[src/rtl/booth_pkg.sv]
package booth_pkg;

  typedef enum logic [1:0] {
    BOOTH_NOP = 2'd0,
    BOOTH_ADD = 2'd1,
    BOOTH_SUB = 2'd2
  } booth_op_e;

  // Pair = {current multiplier bit, previously shifted-out bit}
  function automatic booth_op_e booth_decode(input logic cur, input logic prev);
    case ({cur, prev})
      2'b01:   return BOOTH_ADD;
      2'b10:   return BOOTH_SUB;
      default: return BOOTH_NOP;
    endcase
  endfunction

endpackage

[src/rtl/booth_ctrl.sv]
module booth_ctrl #(
  parameter int WIDTH = 16
) (
  input  logic clk,
  input  logic rst_n,
  input  logic start,
  output logic busy,
  output logic load,
  output logic step,
  output logic done
);
  localparam int CW = (WIDTH > 2) ? $clog2(WIDTH) : 1;
  localparam logic [CW-1:0] LAST_IDX = CW'(WIDTH - 1);

  logic [CW-1:0] cnt_q;
  logic          last_step;

  assign load      = start && !busy;
  assign step      = busy;
  assign last_step = step && (cnt_q == LAST_IDX);

  always_ff @(posedge clk or negedge rst_n) begin
    if (!rst_n) begin
      busy  <= 1'b0;
      cnt_q <= '0;
      done  <= 1'b0;
    end else begin
      done <= last_step;
      if (load) begin
        busy  <= 1'b1;
        cnt_q <= '0;
      end else if (step) begin
        if (last_step) busy <= 1'b0;
        else           cnt_q <= cnt_q + 1'b1;
      end
    end
  end

  p_done_pulse_r3: assert property (@(posedge clk) disable iff (!rst_n)
    done |=> !done);

  p_accept_r2: assert property (@(posedge clk) disable iff (!rst_n)
    (start && !busy) |=> busy);

  p_done_idle_r8: assert property (@(posedge clk) disable iff (!rst_n)
    done |-> (!busy && $past(busy)));

endmodule

[src/rtl/booth_datapath.sv]
module booth_datapath
  import booth_pkg::*;
#(
  parameter int WIDTH = 16
) (
  input  logic               clk,
  input  logic               rst_n,
  input  logic               load,
  input  logic               step,
  input  logic [WIDTH-1:0]   mcand,
  input  logic [WIDTH-1:0]   mplier,
  output logic [2*WIDTH-1:0] product,
  output booth_op_e          op
);
  localparam int AW = WIDTH + 1;

  logic [WIDTH-1:0] m_q;
  logic [AW-1:0]    a_q;
  logic [WIDTH-1:0] q_q;
  logic             qm1_q;
  logic [AW-1:0]    acc_sum;

  // Upper partial product plus or minus the sign-extended multiplicand
  function automatic logic [AW-1:0] booth_acc(input logic [AW-1:0] a,
                                              input logic [WIDTH-1:0] m,
                                              input booth_op_e sel);
    logic [AW-1:0] m_ext;
    m_ext = {m[WIDTH-1], m};
    case (sel)
      BOOTH_ADD: return a + m_ext;
      BOOTH_SUB: return a + ~m_ext + AW'(1);
      default:   return a;
    endcase
  endfunction

  assign op      = booth_decode(q_q[0], qm1_q);
  assign acc_sum = booth_acc(a_q, m_q, op);
  assign product = {a_q[WIDTH-1:0], q_q};

  always_ff @(posedge clk or negedge rst_n) begin
    if (!rst_n) begin
      m_q   <= '0;
      a_q   <= '0;
      q_q   <= '0;
      qm1_q <= 1'b0;
    end else if (load) begin
      m_q   <= mcand;
      a_q   <= '0;
      q_q   <= mplier;
      qm1_q <= 1'b0;
    end else if (step) begin
      a_q   <= {acc_sum[AW-1], acc_sum[AW-1:1]};
      q_q   <= {acc_sum[0], q_q[WIDTH-1:1]};
      qm1_q <= q_q[0];
    end
  end

  p_load_clear_r2: assert property (@(posedge clk) disable iff (!rst_n)
    load |=> (a_q == '0) && !qm1_q && (product[WIDTH-1:0] == $past(mplier)));

  p_hold_mcand_r5: assert property (@(posedge clk) disable iff (!rst_n)
    step |=> $stable(m_q));

  p_nop_shift_r7: assert property (@(posedge clk) disable iff (!rst_n)
    (step && op == BOOTH_NOP) |=> (a_q == $past({a_q[AW-1], a_q[AW-1:1]})));

  p_history_r7: assert property (@(posedge clk) disable iff (!rst_n)
    step |=> (qm1_q == $past(q_q[0])));

endmodule

[src/rtl/booth_seq_mult.sv]
module booth_seq_mult
  import booth_pkg::*;
#(
  parameter int WIDTH = 16
) (
  input  logic               clk,
  input  logic               rst_n,
  input  logic               start,
  input  logic [WIDTH-1:0]   multiplicand,
  input  logic [WIDTH-1:0]   multiplier,
  output logic               busy,
  output logic               done,
  output logic [2*WIDTH-1:0] product
);
  logic      load_w;
  logic      step_w;
  booth_op_e op_w;

  booth_ctrl #(.WIDTH(WIDTH)) u_ctrl (
    .clk   (clk),
    .rst_n (rst_n),
    .start (start),
    .busy  (busy),
    .load  (load_w),
    .step  (step_w),
    .done  (done)
  );

  booth_datapath #(.WIDTH(WIDTH)) u_dp (
    .clk     (clk),
    .rst_n   (rst_n),
    .load    (load_w),
    .step    (step_w),
    .mcand   (multiplicand),
    .mplier  (multiplier),
    .product (product),
    .op      (op_w)
  );

  p_idle_stable_r6: assert property (@(posedge clk) disable iff (!rst_n)
    (!busy && !start) |=> $stable(product));

  p_op_legal_r7: assert property (@(posedge clk) disable iff (!rst_n)
    op_w != 2'd3);

endmodule

[config.mk]
export PLATFORM = sky130hd
export DESIGN_NAME = booth_seq_mult
export DESIGN_NICKNAME = d
export VERILOG_FILES = /design/src/rtl/booth_pkg.sv /design/src/rtl/booth_ctrl.sv /design/src/rtl/booth_datapath.sv /design/src/rtl/booth_seq_mult.sv
export SDC_FILE = /design/constraint.sdc
export NUM_CORES = 1
export LEC_CHECK = 0
export BUFFER_PORTS_ARGS = -buffer_cell sky130_fd_sc_hd__buf_4
export CAP_MARGIN = 20
export CELL_PAD_IN_SITES_DETAIL_PLACEMENT = 1
export CELL_PAD_IN_SITES_GLOBAL_PLACEMENT = 2
export CORE_MARGIN = 1.5
export CORE_UTILIZATION = 37
export DETAILED_ROUTE_END_ITERATION = 10
export PLACE_DENSITY_LB_ADDON = 0.15
export SLEW_MARGIN = 20
export SYNTH_ARGS = -nofsm -noshare
export SYNTH_HDL_FRONTEND = slang
export SYNTH_SLANG_ARGS = --single-unit
export TNS_END_PERCENT = 5
[constraint.sdc]
create_clock -name clk -period 5.1 [get_ports clk]
set_input_delay 0.765 -clock clk [delete_from_list [all_inputs] [get_ports clk]]
set_output_delay 0.765 -clock clk [all_outputs]
set_load 0.01 [all_outputs]
**Word level (Yosys, flattened, before mapping)**

Index checks and enable logic that the tools add are counted.
Widths: inputs -> output; s select.

- Add/subtract/negate cells: 4
- Eq/ne operators: 6
- Mux-type cells: 14
- Bitwise operators: 1
- Reductions and logical operators: 5

Operators with widths:

| cell | number |
|---|---|
| $add 17x17->17 | 2 |
| $mux 17 | 2 |
| $pmux 17 s2 | 1 |
| $mux 16 | 2 |
| $add 17x1->17 const B | 1 |
| $not 17->17 | 1 |
| $mux 4 | 3 |
| $mux 1 | 5 |
| $add 4x1->4 const B | 1 |
| $eq 2x1->1 const B | 2 |
| $eq 2x2->1 const B | 2 |
| $eq 4x4->1 const B | 1 |
| $pmux 2 s2 | 1 |
| $logic_and 1x1->1 | 2 |
| $ne 2x2->1 const B | 1 |
| $reduce_and 2->1 | 1 |
| $reduce_bool 2->1 | 1 |
| $logic_not 1->1 | 1 |

- Flip-flop bits (word level): 56
- Input bits: 35

**Logic depth before layout (Yosys ltp)**

- Depth after elaboration: 6
- Depth in mapped cells: 10
- Gate-level depth less buffers: 10

**Modules after synthesis**

From an unflattened synthesis, not the netlist that was laid out.

- Cell total of the unflattened synthesis: 513
- Area total of the unflattened synthesis: 4315.4 um^2

Modules (own cells, without submodules):

| module | times used | cells an instance | area an instance (um^2) | sequential area each (um^2) |
|---|---|---|---|---|
| booth_datapath | 1 | 481 | 4008.8 | 1226.2 |
| booth_ctrl | 1 | 32 | 306.5 | 150.1 |

**Worst setup path after synthesis**

No wires, ideal clock.

- Path type: reg2reg
- From: register u_dp.a_q[0]
- To: register u_dp.a_q[13]
- Arrival time: 2.295 ns
- Data required time: 4.966 ns
- Setup slack: 2.671 ns
- Stages on the path, launching flop included: 10
- Path buffers: 0
- Period minus slack after synthesis: 2.429 ns
- Cells stage by stage: dfrtp_1 inv_1 ha_1 fa_1 nand3b_1 a2111oi_2 o41ai_2 a221oi_1 or4b_1 nand4_1

- Word-level cells in the longest chain between the ends: 5

RTL lines:

| item | RTL line | text |
|---|---|---|
| from (decl) | booth_datapath.sv:18 | `logic [AW-1:0] a_q;` |
| from (signal assigned) | booth_datapath.sv:52 | `a_q <= {acc_sum[AW-1], acc_sum[AW-1:1]};` |
| $add 17x17->17 | booth_datapath.sv:31 | `BOOTH_SUB: return a + ~m_ext + AW'(1);` |
| $add 17x1->17 | booth_datapath.sv:31 |  |
| $pmux 17 s2 * | booth_datapath.sv:29 | `case (sel)` |
| $mux 17 * | booth_datapath.sv:51 | `end else if (step) begin` |
| $mux 17 * | booth_datapath.sv:46 | `end else if (load) begin` |

Mark *: on every way between the ends. The rest lies on a longest branch, timed or not. The select of a mux whose other input is x is not followed.
A chain may end at the register's enable or synchronous reset.

**Final worst setup path**

- From: register u_dp.a_q[0]
- To: register u_dp.a_q[15]

The elaborated chain is that of the path after synthesis.

==> results.toml <==
[power]
p_leak_nw = 2.286
peakVddDrop_mv = 0.2828
comb_power_share_pct = 68.8
sequentialPowerShare_pct = 22.1
p_int_w = 0.002004
powerDensity_nw_per_um2 = 821.3
clock_power_share_pct = 9.0
p_switching_w = 0.002056
p_sw_share_pct = 50.64

[critical_path]
critical_path.max_fanout = 4
r2r-end = "u_dp.a_q[15]"
cp_cell_sequence = "inv_1 > ha_1 > fa_1 > nand3b_1 > a2111oi_2 > o41ai_2 > a221oi_1 > o21ai_0 > nand2_1 > a21oi_1"
slowest_stage = "a2111oi_2"
r2r-start = "u_dp.a_q[0]"
cp-endpoint = "u_dp.a_q[15]"
r2r_slack_ns = 2.33
crit_arrival_ns = 2.96
crit_type = "flip-flop to flip-flop"
cp-start-kind = "flip-flop"
path_delay_family = "compound AO/OA/AOI/OAI gates"
cp.depth = 10
worstSetupEndpointType = "flip-flop"
startpoint = "u_dp.a_q[0]"
worst_ep_required_time_ns = 5.29
rr_worst_depth = 10
cp_slowest_stage_delay_ns = 0.43
cp_num_buf_inv = 1

[cts]
cts_buffer_depth = 2
htree_levels = 2
cts_setup_buffers = 0
ctsResizeCount = 0
cts_buffers = 5
numClockSinks = 55
cts_tree = "yes"
holdBufCountCts = 0
clockRootBuffer = "clkbuf_16"
clk_latency_ns = 0.31
clk_pin_slew_ns = 0.08

[run_status]
outcome = "finished clean"

[sta]
finalWorstSetupSlack_ns = 2.326
hold_viol_final = 0
timing.fmax_mhz = 360.5
setup_tns_ns = 0
fin_crit_sh_pct = 54.40
worst_pin_slew_ns = 0.7709
rsz0062_at_grt = "false"
slew_viol_final = 0
fin_crit_ns = 2.774
fin_worst_skew_ns = 0.006238
setup_viol = 0
relSlewSlack_pct = 48.61
hold_slack_ns = 0.5142

[synth]
netlist_area_um2 = 4233
ys_warn_count = 0
syn_area_per_cell_um2 = 8.517
synth_edf_count = 0
syn_inst = 497
ys.flop_type = "dfrtp_1"
ys_seq_elements = 55
synthArstFlopShare_pct = 100.0
yosysSeqAreaShare_pct = 32.52
syn_nets = 569
ys_types = 65

[layout]
layout_commonest_cell = "buf_4"
area_growth_pct = 16.76
drive_gt1_share_pct = 16.85
nFillCells = 1316
seq_area_um2 = 1378
multi_input_area_um2 = 2555
final_nets = 617
diodes = 0
final_cell_mix = "buf_4 (71), o21ai_0 (61), nand2_1 (59), dfrtp_1 (54), inv_1 (41)"

[placement]
port_buffers = 68
pre_cts_slack_ns = 2.367
routabilityCongestion = 0.8601
dp_hpwl_um = 9123

[floorplan]
core_area_um2 = 10980
die_y_um = 110.0
top_level_ports = 69
core.rowCount = 38
die_w_um = 110.0
die_area_um2 = 12090
initial_core_util_pct = 38.54

[drt]
viasPerCell = 5.478
ant_nets = 0
first_pass_iters = 4
routed_wl_um = 12380
drtIter0Drc = 143
vias = 3758
drc = 0
wire_per_inst_um = 18.04

[global_routing]
antenna_found_initial = 0
grt_pass1_vias = 4006
overflow = 0
track_usage_pct = 22.09
grt_max_degree = 56
grt_pass1_wl_um = 20480

[min_path]
hold_path_class = "primary input to asynchronous set/reset pin"

[run]
cap_violations = 0
==> logic make-up after synthesis <==
kind of cell	after synthesis	synth area share, %
flip-flops	55	32.52
multiplexers	21	4.995
adder cells (fa/ha/maj)	37	11.29
AO/OA/AOI/OAI	157	24.83
buffers and inverters	71	7.183
XOR/XNOR	21	4.345
AND/OR/NAND/NOR	135	14.84
==> state kept, by name (all words and copies together) (netlist names) <==
name and cells:
u_dp.m_q 16, u_ctrl.busy 1, u_dp.a_q 16, u_dp.qm1_q 1, u_ctrl.done 1, u_dp.q_q 16, u_ctrl.cnt_q 4
==> worst min path at each step <==
| stage | to | slack, ns | depth (start not counted) |
|---|---|---|---|
| 5_1_grt | u_dp.q_q[5] | 0.57 | 2 |
| 2_1_floorplan | u_ctrl.busy | 0.47 | 0 |
| 3_3_place_gp | u_dp.q_q[6] | 0.50 | 2 |
| 3_5_place_dp | u_dp.q_q[8] | 0.51 | 2 |
| 4_1_cts | u_dp.q_q[9] | 0.54 | 2 |
| 6_report | u_dp.m_q[5] | 0.51 | 1 |
==> stage by stage <==
stage                     total power [W]  area [µm²]  cells  util, %
after global placement           0.003645        4795    678    43.65
after global routing             0.004460        4942    686    45.00
after CTS                        0.004095        4942    686    45.00
after detailed placement         0.003699        4795    678    43.65
after floorplan                  0.002914        4233    497        -
final                            0.004059        4942    686    45.00
==> per-layer routing <==
layer  vias up  part of all wire, %  wire length, µm  GRT usage, %
met2        81                   48             5949         36.87
met3        18                  4.2              516         5.098
met4         0                  1.9              235         6.679
met1      1816                   46             5675         28.26
met5         -                    0                0             0
li1       1843                    -                -             -
==> layout make-up <==
| class | count | share of cell area, % |
|---|---|---|
| tap | 140 | 3.544 |
| timing repair buffer | 71 | 10.78 |
| sequential | 55 | 27.87 |
| clock inverter | 3 | 0.4557 |
| inverter | 41 | 3.114 |
| clock buffer | 5 | 2.532 |
| multi-input combinational | 371 | 51.70 |
==> synth_stat cells (all sizes together) (3+ instances only) <==
| cell type | n | area (µm²) |
|---|---|---|
| nand2 | 59 | 221.5 |
| ha | 35 | 437.9 |
| nand3b | 3 | 22.52 |
| or2 | 4 | 27.53 |
| a21oi | 23 | 118.9 |
| xnor2 | 18 | 157.7 |
| nor2 | 29 | 108.9 |
| inv | 41 | 153.9 |
| o211ai | 5 | 37.54 |
| a22o | 3 | 26.28 |
| o31a | 4 | 35.03 |
| nand2b | 7 | 43.79 |
| a31oi | 3 | 18.77 |
| a221oi | 5 | 61.31 |
| o21a | 3 | 22.52 |
| a22oi | 5 | 37.54 |
| o41ai | 3 | 33.79 |
| clkbuf | 16 | 60.06 |
| xor2 | 3 | 26.28 |
| nor2b | 4 | 25.02 |
| buf | 14 | 90.09 |
| o31ai | 6 | 45.04 |
| nor3 | 7 | 35.03 |
| a211oi | 5 | 37.54 |
| o21ai | 65 | 336.6 |
| mux2i | 20 | 200.2 |
| dfrtp | 55 | 1376 |
| nand4 | 5 | 31.28 |
| nand3 | 7 | 35.03 |
==> power by group through the flow <==
stage | sequential [W] | clock (W) | combinational, W
final | 0.000898 | 0.000367 | 0.00279
after global routing | 0.000937 | 0.000398 | 0.00312
after CTS | 0.000900 | 0.000385 | 0.00281
after detailed placement | 0.000904 | 0 | 0.00279
after global placement | 0.000890 | 0 | 0.00276
after floorplan | 0.000877 | 0 | 0.00204
(Power assumes the default switching activity.)
